### config.mk
export PLATFORM = sky130hd
export DESIGN_NAME = psw_swap_unit
export DESIGN_NICKNAME = d
export VERILOG_FILES = /design/src/rtl/psw_pkg.sv /design/src/rtl/psw_bound_chk.sv /design/src/rtl/psw_event_arb.sv /design/src/rtl/psw_save_bank.sv /design/src/rtl/psw_swap_unit.sv
export SDC_FILE = /design/constraint.sdc
export NUM_CORES = 1
export LEC_CHECK = 0
export ABC_AREA = 1
export CAP_MARGIN = 20
export CORE_UTILIZATION = 64
export DETAILED_ROUTE_END_ITERATION = 8
export DONT_BUFFER_PORTS = 1
export GPL_ROUTABILITY_DRIVEN = 0
export GPL_TIMING_DRIVEN = 0
export PLACE_DENSITY_LB_ADDON = 0.12
export SYNTH_ARGS = -nofsm -noshare
export SYNTH_HDL_FRONTEND = slang
export SYNTH_SLANG_ARGS = --single-unit
export TNS_END_PERCENT = 5
### constraint.sdc
create_clock -name clk -period 3.25 [get_ports clk]
set_input_delay 0.65 -clock clk [delete_from_list [all_inputs] [get_ports clk]]
set_output_delay 0.65 -clock clk [all_outputs]
set_load 0.02 [all_outputs]
### src/rtl/psw_pkg.sv
package psw_pkg;

   localparam logic [2:0] CAUSE_NONE = 3'd0;
   localparam logic [2:0] CAUSE_OVF  = 3'd1;
   localparam logic [2:0] CAUSE_ADRX = 3'd2;
   localparam logic [2:0] CAUSE_PROT = 3'd3;
   localparam logic [2:0] CAUSE_SWI  = 3'd4;
   localparam logic [2:0] CAUSE_IO   = 3'd5;
   localparam logic [2:0] CAUSE_TMR  = 3'd6;

   localparam int unsigned NUM_CLS = 3;
   localparam logic [1:0] CLS_PROG = 2'd0;
   localparam logic [1:0] CLS_IO   = 2'd1;
   localparam logic [1:0] CLS_TMR  = 2'd2;

   typedef enum logic [1:0] {
      PH_IDLE = 2'd0,
      PH_SAVE = 2'd1,
      PH_LOAD = 2'd2
   } phase_e;

endpackage

### src/rtl/psw_bound_chk.sv
module psw_bound_chk #(
   parameter int unsigned AW = 16
) (
   input  logic          req,
   input  logic [AW-1:0] addr,
   input  logic [AW-1:0] lo,
   input  logic [AW-1:0] hi,
   output logic          fault
);
   logic below, above;

   always_comb begin
      below = addr < lo;
      above = addr > hi;
      fault = req & (below | above);
   end
endmodule

### src/rtl/psw_event_arb.sv
module psw_event_arb
   import psw_pkg::*;
(
   input  logic       clk,
   input  logic       rst_n,
   input  logic       ovf,
   input  logic       adrx,
   input  logic       prot,
   input  logic       swi,
   input  logic       io,
   input  logic       tmr,
   input  logic       ack,
   output logic       req_any,
   output logic [1:0] sel_cls,
   output logic [2:0] sel_code
);
   logic [2:0] prog_q;
   logic       io_q, tmr_q;
   logic [2:0] cand;
   logic       ack_prog, ack_io, ack_tmr;

   // lowest code wins among same-cycle program causes
   always_comb begin
      if (ovf)       cand = CAUSE_OVF;
      else if (adrx) cand = CAUSE_ADRX;
      else if (prot) cand = CAUSE_PROT;
      else if (swi)  cand = CAUSE_SWI;
      else           cand = CAUSE_NONE;
   end

   always_comb begin
      if (prog_q != CAUSE_NONE) begin
         sel_cls  = CLS_PROG;
         sel_code = prog_q;
      end else if (tmr_q) begin
         sel_cls  = CLS_TMR;
         sel_code = CAUSE_TMR;
      end else begin
         sel_cls  = CLS_IO;
         sel_code = CAUSE_IO;
      end
      req_any  = (prog_q != CAUSE_NONE) | io_q | tmr_q;
      ack_prog = ack & (sel_cls == CLS_PROG);
      ack_io   = ack & (sel_cls == CLS_IO);
      ack_tmr  = ack & (sel_cls == CLS_TMR);
   end

   always_ff @(posedge clk) begin
      if (!rst_n) begin
         prog_q <= CAUSE_NONE;
         io_q   <= 1'b0;
         tmr_q  <= 1'b0;
      end else begin
         if (ack_prog || prog_q == CAUSE_NONE) prog_q <= cand;
         io_q  <= io  | (io_q  & ~ack_io);
         tmr_q <= tmr | (tmr_q & ~ack_tmr);
      end
   end
endmodule

### src/rtl/psw_save_bank.sv
module psw_save_bank #(
   parameter int unsigned   WW    = 8,
   parameter int unsigned   NSLOT = 3,
   parameter int unsigned   SW    = (NSLOT > 1) ? $clog2(NSLOT) : 1,
   parameter logic [WW-1:0] INIT  = '0
) (
   input  logic          clk,
   input  logic          rst_n,
   input  logic          we,
   input  logic [SW-1:0] wsel,
   input  logic [WW-1:0] wdata,
   input  logic [SW-1:0] rsel,
   output logic [WW-1:0] rdata
);
   logic [WW-1:0] slot_q [NSLOT];

   for (genvar g = 0; g < NSLOT; g++) begin : g_slot
      always_ff @(posedge clk) begin
         if (!rst_n)                         slot_q[g] <= INIT;
         else if (we && wsel == SW'(g))      slot_q[g] <= wdata;
      end
   end

   always_comb begin
      rdata = INIT;
      for (int i = 0; i < NSLOT; i++)
         if (rsel == SW'(i)) rdata = slot_q[i];
   end
endmodule

### src/rtl/psw_swap_unit.sv
module psw_swap_unit
   import psw_pkg::*;
#(
   parameter int unsigned AW       = 16,
   parameter int unsigned CCW      = 2,
   parameter int unsigned RESET_PC = 'h0040,
   parameter int unsigned VEC_PROG = 'h0100,
   parameter int unsigned VEC_IO   = 'h0200,
   parameter int unsigned VEC_TMR  = 'h0300
) (
   input  logic           clk,
   input  logic           rst_n,
   input  logic           mem_req,
   input  logic [AW-1:0]  mem_addr,
   input  logic           ovf_evt,
   input  logic           adrx_evt,
   input  logic           swi_evt,
   input  logic           io_evt,
   input  logic           tmr_evt,
   input  logic           pc_we,
   input  logic [AW-1:0]  pc_in,
   input  logic           cc_we,
   input  logic [CCW-1:0] cc_in,
   input  logic           bnd_we,
   input  logic [AW-1:0]  lo_in,
   input  logic [AW-1:0]  hi_in,
   input  logic           rti,
   input  logic [1:0]     rti_cls,
   output logic           psw_priv,
   output logic [AW-1:0]  psw_pc,
   output logic [CCW-1:0] psw_cc,
   output logic [2:0]     psw_ic,
   output logic [AW-1:0]  psw_lo,
   output logic [AW-1:0]  psw_hi,
   output logic           swap_busy,
   output logic           acc_fault
);
   localparam int unsigned PW = 1 + CCW + 3 + 3 * AW;
   localparam logic [PW-1:0] USER_INIT =
      {1'b0, {CCW{1'b0}}, CAUSE_NONE, AW'(RESET_PC), {AW{1'b0}}, {AW{1'b1}}};
   localparam logic [AW-1:0] VPC [NUM_CLS] = '{AW'(VEC_PROG), AW'(VEC_IO), AW'(VEC_TMR)};

   // elaboration-time parameter checks
   if (AW < 4 || AW > 24) begin : g_bad_aw
      $error("psw_swap_unit: AW must lie in 4..24");
   end
   if (CCW < 1 || CCW > 8) begin : g_bad_ccw
      $error("psw_swap_unit: CCW must lie in 1..8");
   end
   if ((RESET_PC >> AW) != 0 || (VEC_PROG >> AW) != 0 ||
       (VEC_IO >> AW) != 0 || (VEC_TMR >> AW) != 0) begin : g_bad_vec
      $error("psw_swap_unit: reset or vector address exceeds AW bits");
   end

   logic           priv_q;
   logic [AW-1:0]  pc_q, lo_q, hi_q;
   logic [CCW-1:0] cc_q;
   logic [2:0]     ic_q;
   phase_e         ph_q;
   logic [1:0]     cls_q;

   logic [PW-1:0]  cur_word, sv_rd;
   logic [PW-1:0]  vec_tbl [NUM_CLS];
   logic           idle, rti_ok, take, upd_ok, bnd_bad;
   logic           req_any;
   logic [1:0]     sel_cls;
   logic [2:0]     sel_code;

   for (genvar g = 0; g < NUM_CLS; g++) begin : g_vec
      assign vec_tbl[g] = {1'b1, {CCW{1'b0}}, CAUSE_NONE, VPC[g], {AW{1'b0}}, {AW{1'b1}}};
   end

   assign cur_word = {priv_q, cc_q, ic_q, pc_q, lo_q, hi_q};
   assign idle     = (ph_q == PH_IDLE);
   assign rti_ok   = idle & rti & priv_q & (rti_cls != 2'd3);
   assign take     = idle & req_any & ~rti_ok;
   assign upd_ok   = idle & ~take & ~rti_ok;
   assign bnd_bad  = upd_ok & bnd_we & ~priv_q;

   psw_bound_chk #(.AW(AW)) u_bound (
      .req   (mem_req),
      .addr  (mem_addr),
      .lo    (lo_q),
      .hi    (hi_q),
      .fault (acc_fault)
   );

   psw_event_arb u_arb (
      .clk      (clk),
      .rst_n    (rst_n),
      .ovf      (ovf_evt),
      .adrx     (adrx_evt | bnd_bad),
      .prot     (acc_fault),
      .swi      (swi_evt),
      .io       (io_evt),
      .tmr      (tmr_evt),
      .ack      (take),
      .req_any  (req_any),
      .sel_cls  (sel_cls),
      .sel_code (sel_code)
   );

   psw_save_bank #(.WW(PW), .NSLOT(NUM_CLS), .SW(2), .INIT(USER_INIT)) u_bank (
      .clk   (clk),
      .rst_n (rst_n),
      .we    (ph_q == PH_SAVE),
      .wsel  (cls_q),
      .wdata (cur_word),
      .rsel  (rti_cls),
      .rdata (sv_rd)
   );

   always_ff @(posedge clk) begin
      if (!rst_n) begin
         priv_q <= 1'b1;
         pc_q   <= AW'(RESET_PC);
         cc_q   <= '0;
         ic_q   <= CAUSE_NONE;
         lo_q   <= '0;
         hi_q   <= '1;
         ph_q   <= PH_IDLE;
         cls_q  <= CLS_PROG;
      end else begin
         case (ph_q)
            PH_IDLE: begin
               if (rti_ok) begin
                  {priv_q, cc_q, ic_q, pc_q, lo_q, hi_q} <= sv_rd;
               end else if (take) begin
                  ic_q  <= sel_code;
                  cls_q <= sel_cls;
                  ph_q  <= PH_SAVE;
               end else begin
                  if (pc_we) pc_q <= pc_in;
                  if (cc_we) cc_q <= cc_in;
                  if (bnd_we && priv_q) begin
                     lo_q <= lo_in;
                     hi_q <= hi_in;
                  end
               end
            end
            PH_SAVE: ph_q <= PH_LOAD;
            PH_LOAD: begin
               {priv_q, cc_q, ic_q, pc_q, lo_q, hi_q} <= vec_tbl[cls_q];
               ph_q <= PH_IDLE;
            end
            default: ph_q <= PH_IDLE;
         endcase
      end
   end

   assign psw_priv  = priv_q;
   assign psw_pc    = pc_q;
   assign psw_cc    = cc_q;
   assign psw_ic    = ic_q;
   assign psw_lo    = lo_q;
   assign psw_hi    = hi_q;
   assign swap_busy = ~idle;
endmodule

== Word level (Yosys, flattened, before mapping) ==
Memories as Yosys holds them, arrays and structs flattened.
Index checks and enable logic that the tools add are counted.

* Logic and storage cells: 133
* Input bits: 80
* Bits in registers: 63
* Output and inout port bits: 56
* Memories kept: 1
* RAM bits: 162

{| class="wikitable"
|+ Memories
! name !! words !! width !! rd ports !! clocked after memory_dff !! write ports !! line !! RTL
|-
| u_bank.slot_q || 3 || 54 || 3 || 0 || 3 || psw_save_bank.sv:15 || <nowiki>logic [WW-1:0] slot_q [NSLOT];</nowiki>
|}

* Equality and inequality tests: 17
* Bitwise gates (word level): 31
* Mux-type cells: 51
* $lt $le $gt $ge: 3
* Reduce and logical (&&, ||, !) cells: 19

{| class="wikitable"
|+ Operators by type and width
! operator !! number
|-
| 2-to-1 mux 54 bit || 8
|-
| 2-to-1 mux 16 bit || 9
|-
| binary-select mux 54 bit (select 2 bit) || 1
|-
| one-hot mux 16 bit (2 select lines) || 3
|-
| 2-to-1 mux 3 bit || 7
|-
| > comparator 16 bit || 1
|-
| < comparator 16 bit || 1
|-
| 2-to-1 mux 2 bit || 8
|-
| bitwise AND 1 bit || 15
|-
| AND reduction 3 bit || 4
|-
| 2-to-1 mux 1 bit || 11
|-
| OR 1 bit || 9
|-
| equality test 2 x 1 -> 1 bit, second input constant || 4
|-
| equality test 2 bit, second input constant || 4
|-
| logical NOT 2 bit || 4
|-
| one-hot mux 2 bit (2 select lines) || 2
|-
| != test 3 x 1 -> 1 bit, second input constant || 2
|-
| != test 3 x 2 -> 1 bit, second input constant || 2
|-
| NOT 1 bit || 6
|-
| one-hot mux 3 bit (2 select lines) || 1
|-
| AND reduction 2 bit || 3
|-
| logical AND 1 bit || 4
|-
| != test 2 x 1 -> 1 bit, second input constant || 2
|-
| != test 2 bit, second input constant || 2
|-
| 8 further kinds || 8
|}

== Depth between registers and ports, before layout ==
Gate-level depths: netlist (run 1).

* Depth in word-level cells: 14
* Gate-level depth with buffers: 17
* Gate-level depth less buffers: 17

== Cells and area by module ==
A second synthesis (run 1) with hierarchy kept.

* Cell total of the unflattened synthesis: 1467
* Area total of the unflattened synthesis: 11835.1 µm²

{| class="wikitable"
|+ By module, submodules not included
! module !! area each (µm²) !! cells an instance !! instances
|-
| psw_save_bank || 7160.6 || 663 || 1
|-
| psw_swap_unit || 3574.7 || 628 || 1
|-
| psw_bound_chk || 835.8 || 136 || 1
|-
| psw_event_arb || 264.0 || 40 || 1
|}

== Least setup slack after synthesis (run 1) ==
No wires, ideal clock.

* Path kind: input to register
* Start point: input port rst_n
* End point: memory u_bank.slot_q[0][0] in the netlist's numbering (enable)
* Arrival: 1.865 ns
* Setup slack: 0.762 ns
* Library setup time: 0.623 ns
* Buffers on the path: 1
* Stages on the path: 2
* Required time: 2.627 ns
* Cells stage by stage: clkbuf_1 nand2_1

{| class="wikitable"
|+ RTL lines
! element !! line !! RTL
|-
| start: declaration || psw_swap_unit.sv:12 || <nowiki>input logic rst_n,</nowiki>
|-
| end: declaration || psw_save_bank.sv:15 ||
|}

== Worst setup path in the final report (run 1) ==
* Start point: register hi_q[4] (netlist: psw_hi[4])
* End point: output port acc_fault

* Word-level cells in the longest chain between the ends: 3

{| class="wikitable"
|+ Ends and longest elaborated chain
! element !! line !! RTL
|-
| start: declaration || psw_swap_unit.sv:56 || <nowiki>logic [AW-1:0] pc_q, lo_q, hi_q;</nowiki>
|-
| start signal: assignment || psw_swap_unit.sv:127 || <nowiki>{priv_q, cc_q, ic_q, pc_q, lo_q, hi_q} <= sv_rd;</nowiki>
|-
| start signal: assignment || psw_swap_unit.sv:137 || <nowiki>hi_q <= hi_in;</nowiki>
|-
| start signal: assignment || psw_swap_unit.sv:143 || <nowiki>{priv_q, cc_q, ic_q, pc_q, lo_q, hi_q} <= vec_tbl[cls_q];</nowiki>
|-
| > comparator 16 bit || psw_bound_chk.sv:14 || <nowiki>above = addr > hi;</nowiki>
|-
| OR 1 bit || psw_bound_chk.sv:15 || <nowiki>fault = req & (below | above);</nowiki>
|-
| bitwise AND 1 bit || psw_bound_chk.sv:15 ||
|-
| end: declaration || psw_swap_unit.sv:36 || <nowiki>output logic acc_fault</nowiki>
|}

Every way passes these cells.

==> results.py, run 1 <==
metrics = {
    "finish": {
        "ratio_of_cells_with_drive_above_1_in_the_final_layout": 0.0994,
        "layout.area.seq_um2": 6150,
        "postLayoutCellArea_um2": 11500,
        "nNetsFinal": 1226,
        "multi_input_area_um2": 3660,
        "fill_cells": 1179,
        "final_core_utilization": 0.722,
        "area_growth_pct": 10.2,
    },
    "logic_synthesis": {
        "part_of_the_yosys_area_used_for_sequential_elements": 0.588,
        "synth.cell_area_um2": 10400,
        "yosysMostFrequentCell": "nand2_1",
        "ys_top_cells_by_count": "nand2_1, edfxtp_1, nor2_1",
        "ys_types": 36,
        "async_flop_share": 0,
        "postSynth.topFlopCell": "edfxtp_1",
        "postSynthNetCount": 1201,
        "synth_warn": 0,
        "netlist.area_leader.share": 0.467,
        "syn_area_per_cell_um2": 9.59,
        "synthCells": 1086,
        "yosys-top-cells-area": "edfxtp_1, dfxtp_1, nand2_1",
        "postSynthRegisterBits": 225,
        "synth_largest_area_cell": "edfxtp_1",
        "synth-edff-count": 162,
    },
    "power": {
        "power.static_leakage_nw": 4.21,
        "vdd.ir_drop.worst_uv": 531,
        "combinationalPowerShare": 0.204,
        "clkPwrFrac": 0.326,
        "total_power_w": 0.00812,
        "power_switching_share": 0.333,
        "power.share.sequential": 0.471,
        "netSwitchingPower_w": 0.00271,
        "power.density_cell_area_nw_per_um2": 708,
        "internal_power_w": 0.00542,
    },
    "drt": {
        "detailedRoute.firstIterationViolations": 1017,
        "wl_met3_um": 3690,
        "drc": 0,
        "routed_wirelength_um": 30500,
        "met2_wirelength_um": 14100,
        "drtPass1Iterations": 6,
        "wire_per_inst_um": 22.7,
        "routed.top_layer": "met4",
        "num_vias": 8482,
        "vias_per_cell": 6.31,
        "m1WireLength_um": 11500,
        "detail-route-antenna-nets": 0,
    },
    "global_routing": {
        "grt_util_all_layers": 0.366,
        "via_count_of_the_first_global_routing_pass": 7818,
        "grt_overflow_total": 0,
        "grt_pass1_wl_um": 44600,
        "grt_antenna_before_repair": 2,
        "grt_max_degree": 55,
    },
    "cts": {
        "number_of_buffers_inserted_during_clock_tree_synthesis": 23,
        "number_of_clock_sinks_seen_by_cts": 225,
        "cts_post_setup_buffers_inserted": 0,
        "htree_num_levels": 1,
        "tritoncts": "yes",
        "cts.reportedPaths.clkPinSlew_ns": 0.06,
        "clock_latency_ns": 0.51,
        "clock_tree_root": "clkbuf_16",
        "max-clock-path-buffers": 3,
        "cts_hold_repair.buffers": 0,
    },
    "setup_path": {
        "crit_required_ns": 2.60,
        "wp_data_arrival_ns": 2.39,
        "critical_path.endpoint_type": "output port",
        "worst-path-max-fanout": 5,
        "path_class": "reg2out",
        "worstSetupStartpointType": "register",
    },
    "sta": {
        "maxSlewHeadroom": 0.323,
        "rsz_0062_raised_after_global_routing": "false",
        "final_setup_skew_ns": 0.0123,
        "setup-violations-final": 0,
        "fmax_mhz": 329,
        "hold-worst-slack_ns": 0.269,
        "worst_pin_slew_ns": 1.02,
        "timing.final.crit_share": 0.935,
        "final_hold_viol_count": 0,
        "slew_violations": 0,
        "finalWorstPathRequiredPeriod_ns": 3.04,
        "worst_slack_ns": 0.211,
    },
    "floorplan": {
        "ioPinCount": 136,
        "floorplan.initialDensity": 0.655,
        "die_area_um2": 16800,
        "die_x_um": 130,
        "core.rowCount": 46,
        "design.core.area_um2": 15900,
        "die-height_um": 130,
    },
    "min_path": {
        "hp-class": "in2reg",
    },
    "placement": {
        "placedInstanceArea_um2": 10700,
        "buffer_ports.inserted": 0,
        "pre_cts_ws_ns": 0.586,
        "place_hpwl_um": 19600,
    },
    "outcome": {
        "status": "finished clean",
    },
    "run": {
        "maxCapViolations": 0,
    },
}
-- final timing paths --
check | startpoint | end | slack (ns) | depth (start not counted)
setup / recovery | psw_hi[4] | acc_fault | 0.21 | 12
setup reg to reg | ph_q[0] | psw_lo[3] | 0.80 | 9
hold reg to reg | ph_q[1] | ph_q[1] | 0.47 | 1
hold / removal | tmr_evt | u_arb.tmr_q | 0.27 | 2
-- flip-flops by register name, summed over array words and instances (netlist names) --
name           cells
u_arb.io_q         1
u_arb.prog_q       3
psw_ic             3
psw_priv           1
psw_pc            16
ph_q               2
psw_lo            16
psw_cc             2
psw_hi            16
u_bank.slot_q    162
u_arb.tmr_q        1
cls_q              2
-- cells by family after synthesis --
kind of cell	Yosys count	synth area share
buffers and inverters	159	0.0624
adder cells (fa/ha/maj)	35	0.0421
AO/OA/AOI/OAI	283	0.163
AND/OR/NAND/NOR	384	0.144
flip-flops	225	0.588
-- repair_timing --
action                                  in CTS  in global routing
endpoints found under the setup margin       0                  1
hold endpoints to repair                     0                  0
gates resized for setup                      0                 21
-- critical path, stage by stage (launching register included) --
cell and delay (ns):
dfxtp_1 0.45, inv_1 0.14, ha_1 0.29, nand2_1 0.05
nor2_1 0.16, nand2_1 0.08, nand2_1 0.09, nand2_1 0.06
nand2_1 0.05, nand2_1 0.09, nand2_1 0.18, nand2_1 0.13
inv_2 0.12
-- per-layer routing --
metal,vias to the layer above,GRT usage
met5,-,0
met3,94,0.0830
li1,3813,-
met4,0,0.147
met1,3991,0.489
met2,584,0.584
-- metrics by stage --
stage	cells	TNS, ns
2_1_floorplan	1086	0
3_3_place_gp	1302	-85.16
3_5_place_dp	1302	0
4_1_cts	1343	0
5_1_grt	1344	0
6_report	1344	0
-- power groups by stage --
stage	Sequential, W	Clock, W	Combinational, W
finish	0.00382	0.00265	0.00165
global route	0.00385	0.00274	0.00183
CTS	0.00380	0.00263	0.00162
detailed placement	0.00386	0	0.00160
global placement	0.00387	0	0.00156
floorplan	0.00380	0	0.00113
-- placed cells by master (no fill, tap or decap), types with 9 or more instances in the layout --
cell type / synthesis / routed
nand2_1: 204 / 201
edfxtp_1: 162 / 162
nor2_1: 153 / 152
o21ai_0: 92 / 92
a21oi_1: 92 / 92
inv_1: 88 / 86
dfxtp_1: 63 / 45
ha_1: 35 / 35
clkbuf_1: 22 / 24
o211ai_1: 23 / 23
clkbuf_16: 0 / 23
o22ai_1: 21 / 21
dfxtp_2: 0 / 18
buf_2: 16 / 16
buf_1: 14 / 14
inv_2: 11 / 13
o221ai_1: 13 / 13
a31oi_1: 10 / 10
a211oi_1: 9 / 9
-- final cells by class --
cell class	count	area share
Clock inverter	12	0.00938
Inverter	99	0.0324
Buffer	60	0.0242
Multi-Input combinational cell	702	0.319
Antenna cell	1	0.000218
Sequential cell	225	0.536
Tap cell	216	0.0235
Clock buffer	29	0.0556
(Power assumes the default switching activity.)
==> run 2: changes to the inputs <==
--- a/config.mk
+++ b/config.mk
@@ -7,7 +7,7 @@
 export LEC_CHECK = 0
 export ABC_AREA = 1
 export CAP_MARGIN = 20
-export CORE_UTILIZATION = 64
+export CORE_UTILIZATION = 28
 export DETAILED_ROUTE_END_ITERATION = 8
 export DONT_BUFFER_PORTS = 1
 export GPL_ROUTABILITY_DRIVEN = 0
==> run 2 against run 1 <==
Setup slack worse by 0.078 ns. Critical path type unchanged. Routed wire length up 24%. Critical endpoint unchanged. Non-clock buffer count rose by 2. Via count decreased by 5.9%. Utilization down 40 points. Count of clock-buffer cells in the layout is 12 higher. Clock skew is 0.0099 ns higher. Sequential power hardly changed. Register-to-register slack worse by 0.09 ns.
==> results.py, run 2 (synthesis gave the netlist of run 1 again) <==
metrics = {
    "finish": {
        "number_of_flip_flops_in_the_largest_register": 162,
        "final_common_cell": "nand2_1",
        "nNetsFinal": 1232,
        "final_core_utilization": 0.326,
        "largest_register": "u_bank.slot_q",
        "area_growth_pct": 14.7,
        "ratio_of_cells_with_drive_above_1_in_the_final_layout": 0.0984,
        "most-common-layout-cells": "nand2_1, edfxtp_1, nor2_1",
    },
    "setup_path": {
        "rrSetupSlack_ns": 0.71,
        "wp_data_arrival_ns": 2.47,
        "worst-path-max-fanout": 5,
        "critical_path.endpoint_type": "output port",
        "crit_required_ns": 2.60,
        "worstSetupStartpointType": "register",
        "path_class": "reg2out",
    },
    "drt": {
        "num_vias": 7983,
        "routed_wirelength_um": 37900,
        "detailedRoute.firstIterationViolations": 674,
        "drc": 0,
        "drtPass1Iterations": 5,
        "vias_per_cell": 4.96,
        "wire_per_inst_um": 23.5,
        "detail-route-antenna-nets": 0,
    },
    "power": {
        "power.static_leakage_nw": 4.26,
        "vdd.ir_drop.worst_uv": 416,
        "power.density_cell_area_nw_per_um2": 710,
    },
    "cts": {
        "clock_tree_root": "clkbuf_16",
        "cts_hold_repair.buffers": 0,
        "tritoncts": "yes",
        "number_of_clock_sinks_seen_by_cts": 225,
        "clock_latency_ns": 0.56,
        "cts.reportedPaths.clkPinSlew_ns": 0.06,
        "cts_post_setup_buffers_inserted": 0,
        "number_of_buffers_inserted_during_clock_tree_synthesis": 27,
        "htree_num_levels": 1,
        "max-clock-path-buffers": 3,
    },
    "sta": {
        "maxSlewHeadroom": 0.287,
        "finalWorstPathRequiredPeriod_ns": 3.12,
        "final_hold_viol_count": 0,
        "worst_slack_ns": 0.133,
        "slew_violations": 0,
        "worst_pin_slew_ns": 1.07,
        "rsz_0062_raised_after_global_routing": "false",
        "setup-violations-final": 0,
        "final_setup_skew_ns": 0.0222,
        "timing.final.crit_share": 0.959,
        "fmax_mhz": 321,
    },
    "min_path": {
        "hp-class": "in2reg",
    },
    "placement": {
        "buffer_ports.inserted": 0,
        "place_hpwl_um": 26400,
        "pre_cts_ws_ns": 0.377,
    },
    "global_routing": {
        "grt_util_all_layers": 0.199,
        "grt_max_degree": 55,
        "grt_overflow_total": 0,
        "via_count_of_the_first_global_routing_pass": 8052,
        "grt_pass1_wl_um": 55000,
        "grt_antenna_before_repair": 3,
    },
    "floorplan": {
        "die_area_um2": 38000,
        "ioPinCount": 136,
        "core.rowCount": 70,
        "design.core.area_um2": 36600,
        "die_x_um": 195,
        "die-height_um": 195,
        "floorplan.initialDensity": 0.284,
    },
    "outcome": {
        "status": "finished clean",
    },
    "run": {
        "maxCapViolations": 0,
    },
}
-- run 2: changes by cell type in the layout (fill, tap and decap cells not counted), sizes merged --
cell	change
buf	+2
bufinv	-1
clkbuf	+12
clkinv	-3
diode	+2
inv	+1
-- run 2: layer usage --
layer  vias to the layer above  track usage  routed length, um
met2                       198        0.324              17500
li1                       3841            -                  -
met1                      3877        0.264              17100
met3                        65       0.0413               2180
met5                         -            0                 17
met4                         2       0.0618               1050
-- run 2: timing repair --
action | CTS | global route
endpoints found under the setup margin | 1 | 1
gates cloned | 0 | 0
pin swaps | 0 | 2
resized for setup | 7 | 16
hold endpoints to repair | 0 | 0
-- run 2: cell type report --
type,instances,area [um2]
Inverter,99,372
Sequential cell,225,6150
Antenna cell,3,7.51
Multi-Input combinational cell,702,3670
Clock inverter,9,72.6
Fill cell,3852,24700
Buffer,60,278
Timing Repair Buffer,2,55.1
Clock buffer,41,748
Tap cell,468,586
-- run 2: worst paths after layout --
check	from	to	cells past startpoint
worst min register to register	ph_q[1]	ph_q[1]	1
worst max register to register	ph_q[0]	psw_lo[3]	9
worst max-delay path	psw_hi[15]	acc_fault	10
worst min-delay path	tmr_evt	u_arb.tmr_q	2
-- run 2: power breakdown --
group          total [W]  internal (W)  leakage, nW  switching (W)
registers        0.00384       0.00341         2.03       0.000429
logic            0.00174      0.000475         1.83        0.00127
clock network    0.00289       0.00166        0.398        0.00123
total            0.00847       0.00554         4.26        0.00293
-- run 2: metrics by stage --
stage | std cells | instance area [um2] | total power (W) | hold WS [ns] | setup TNS (ns)
finish | 1609 | 11900 | 0.00847 | 0.209 | 0
global route | 1606 | 11900 | 0.00888 | 0.198 | 0
CTS | 1606 | 11900 | 0.00856 | 0.191 | 0
detailed placement | 1556 | 11100 | 0.00564 | 0.448 | 0
global placement | 1554 | 11000 | 0.00562 | 0.439 | -135.44
floorplan | 1086 | 10400 | 0.00494 | 0.426 | 0
-- run 2: worst max-delay path, stage by stage (launching register included) --
cell and delay, ns:
dfxtp_2 0.41, inv_1 0.13, ha_1 0.33, nand4_1 0.18, a21oi_2 0.19, nor2_2 0.08
nand2_1 0.07, nand2_1 0.13, nand2_2 0.17, nand2_1 0.11, inv_2 0.12
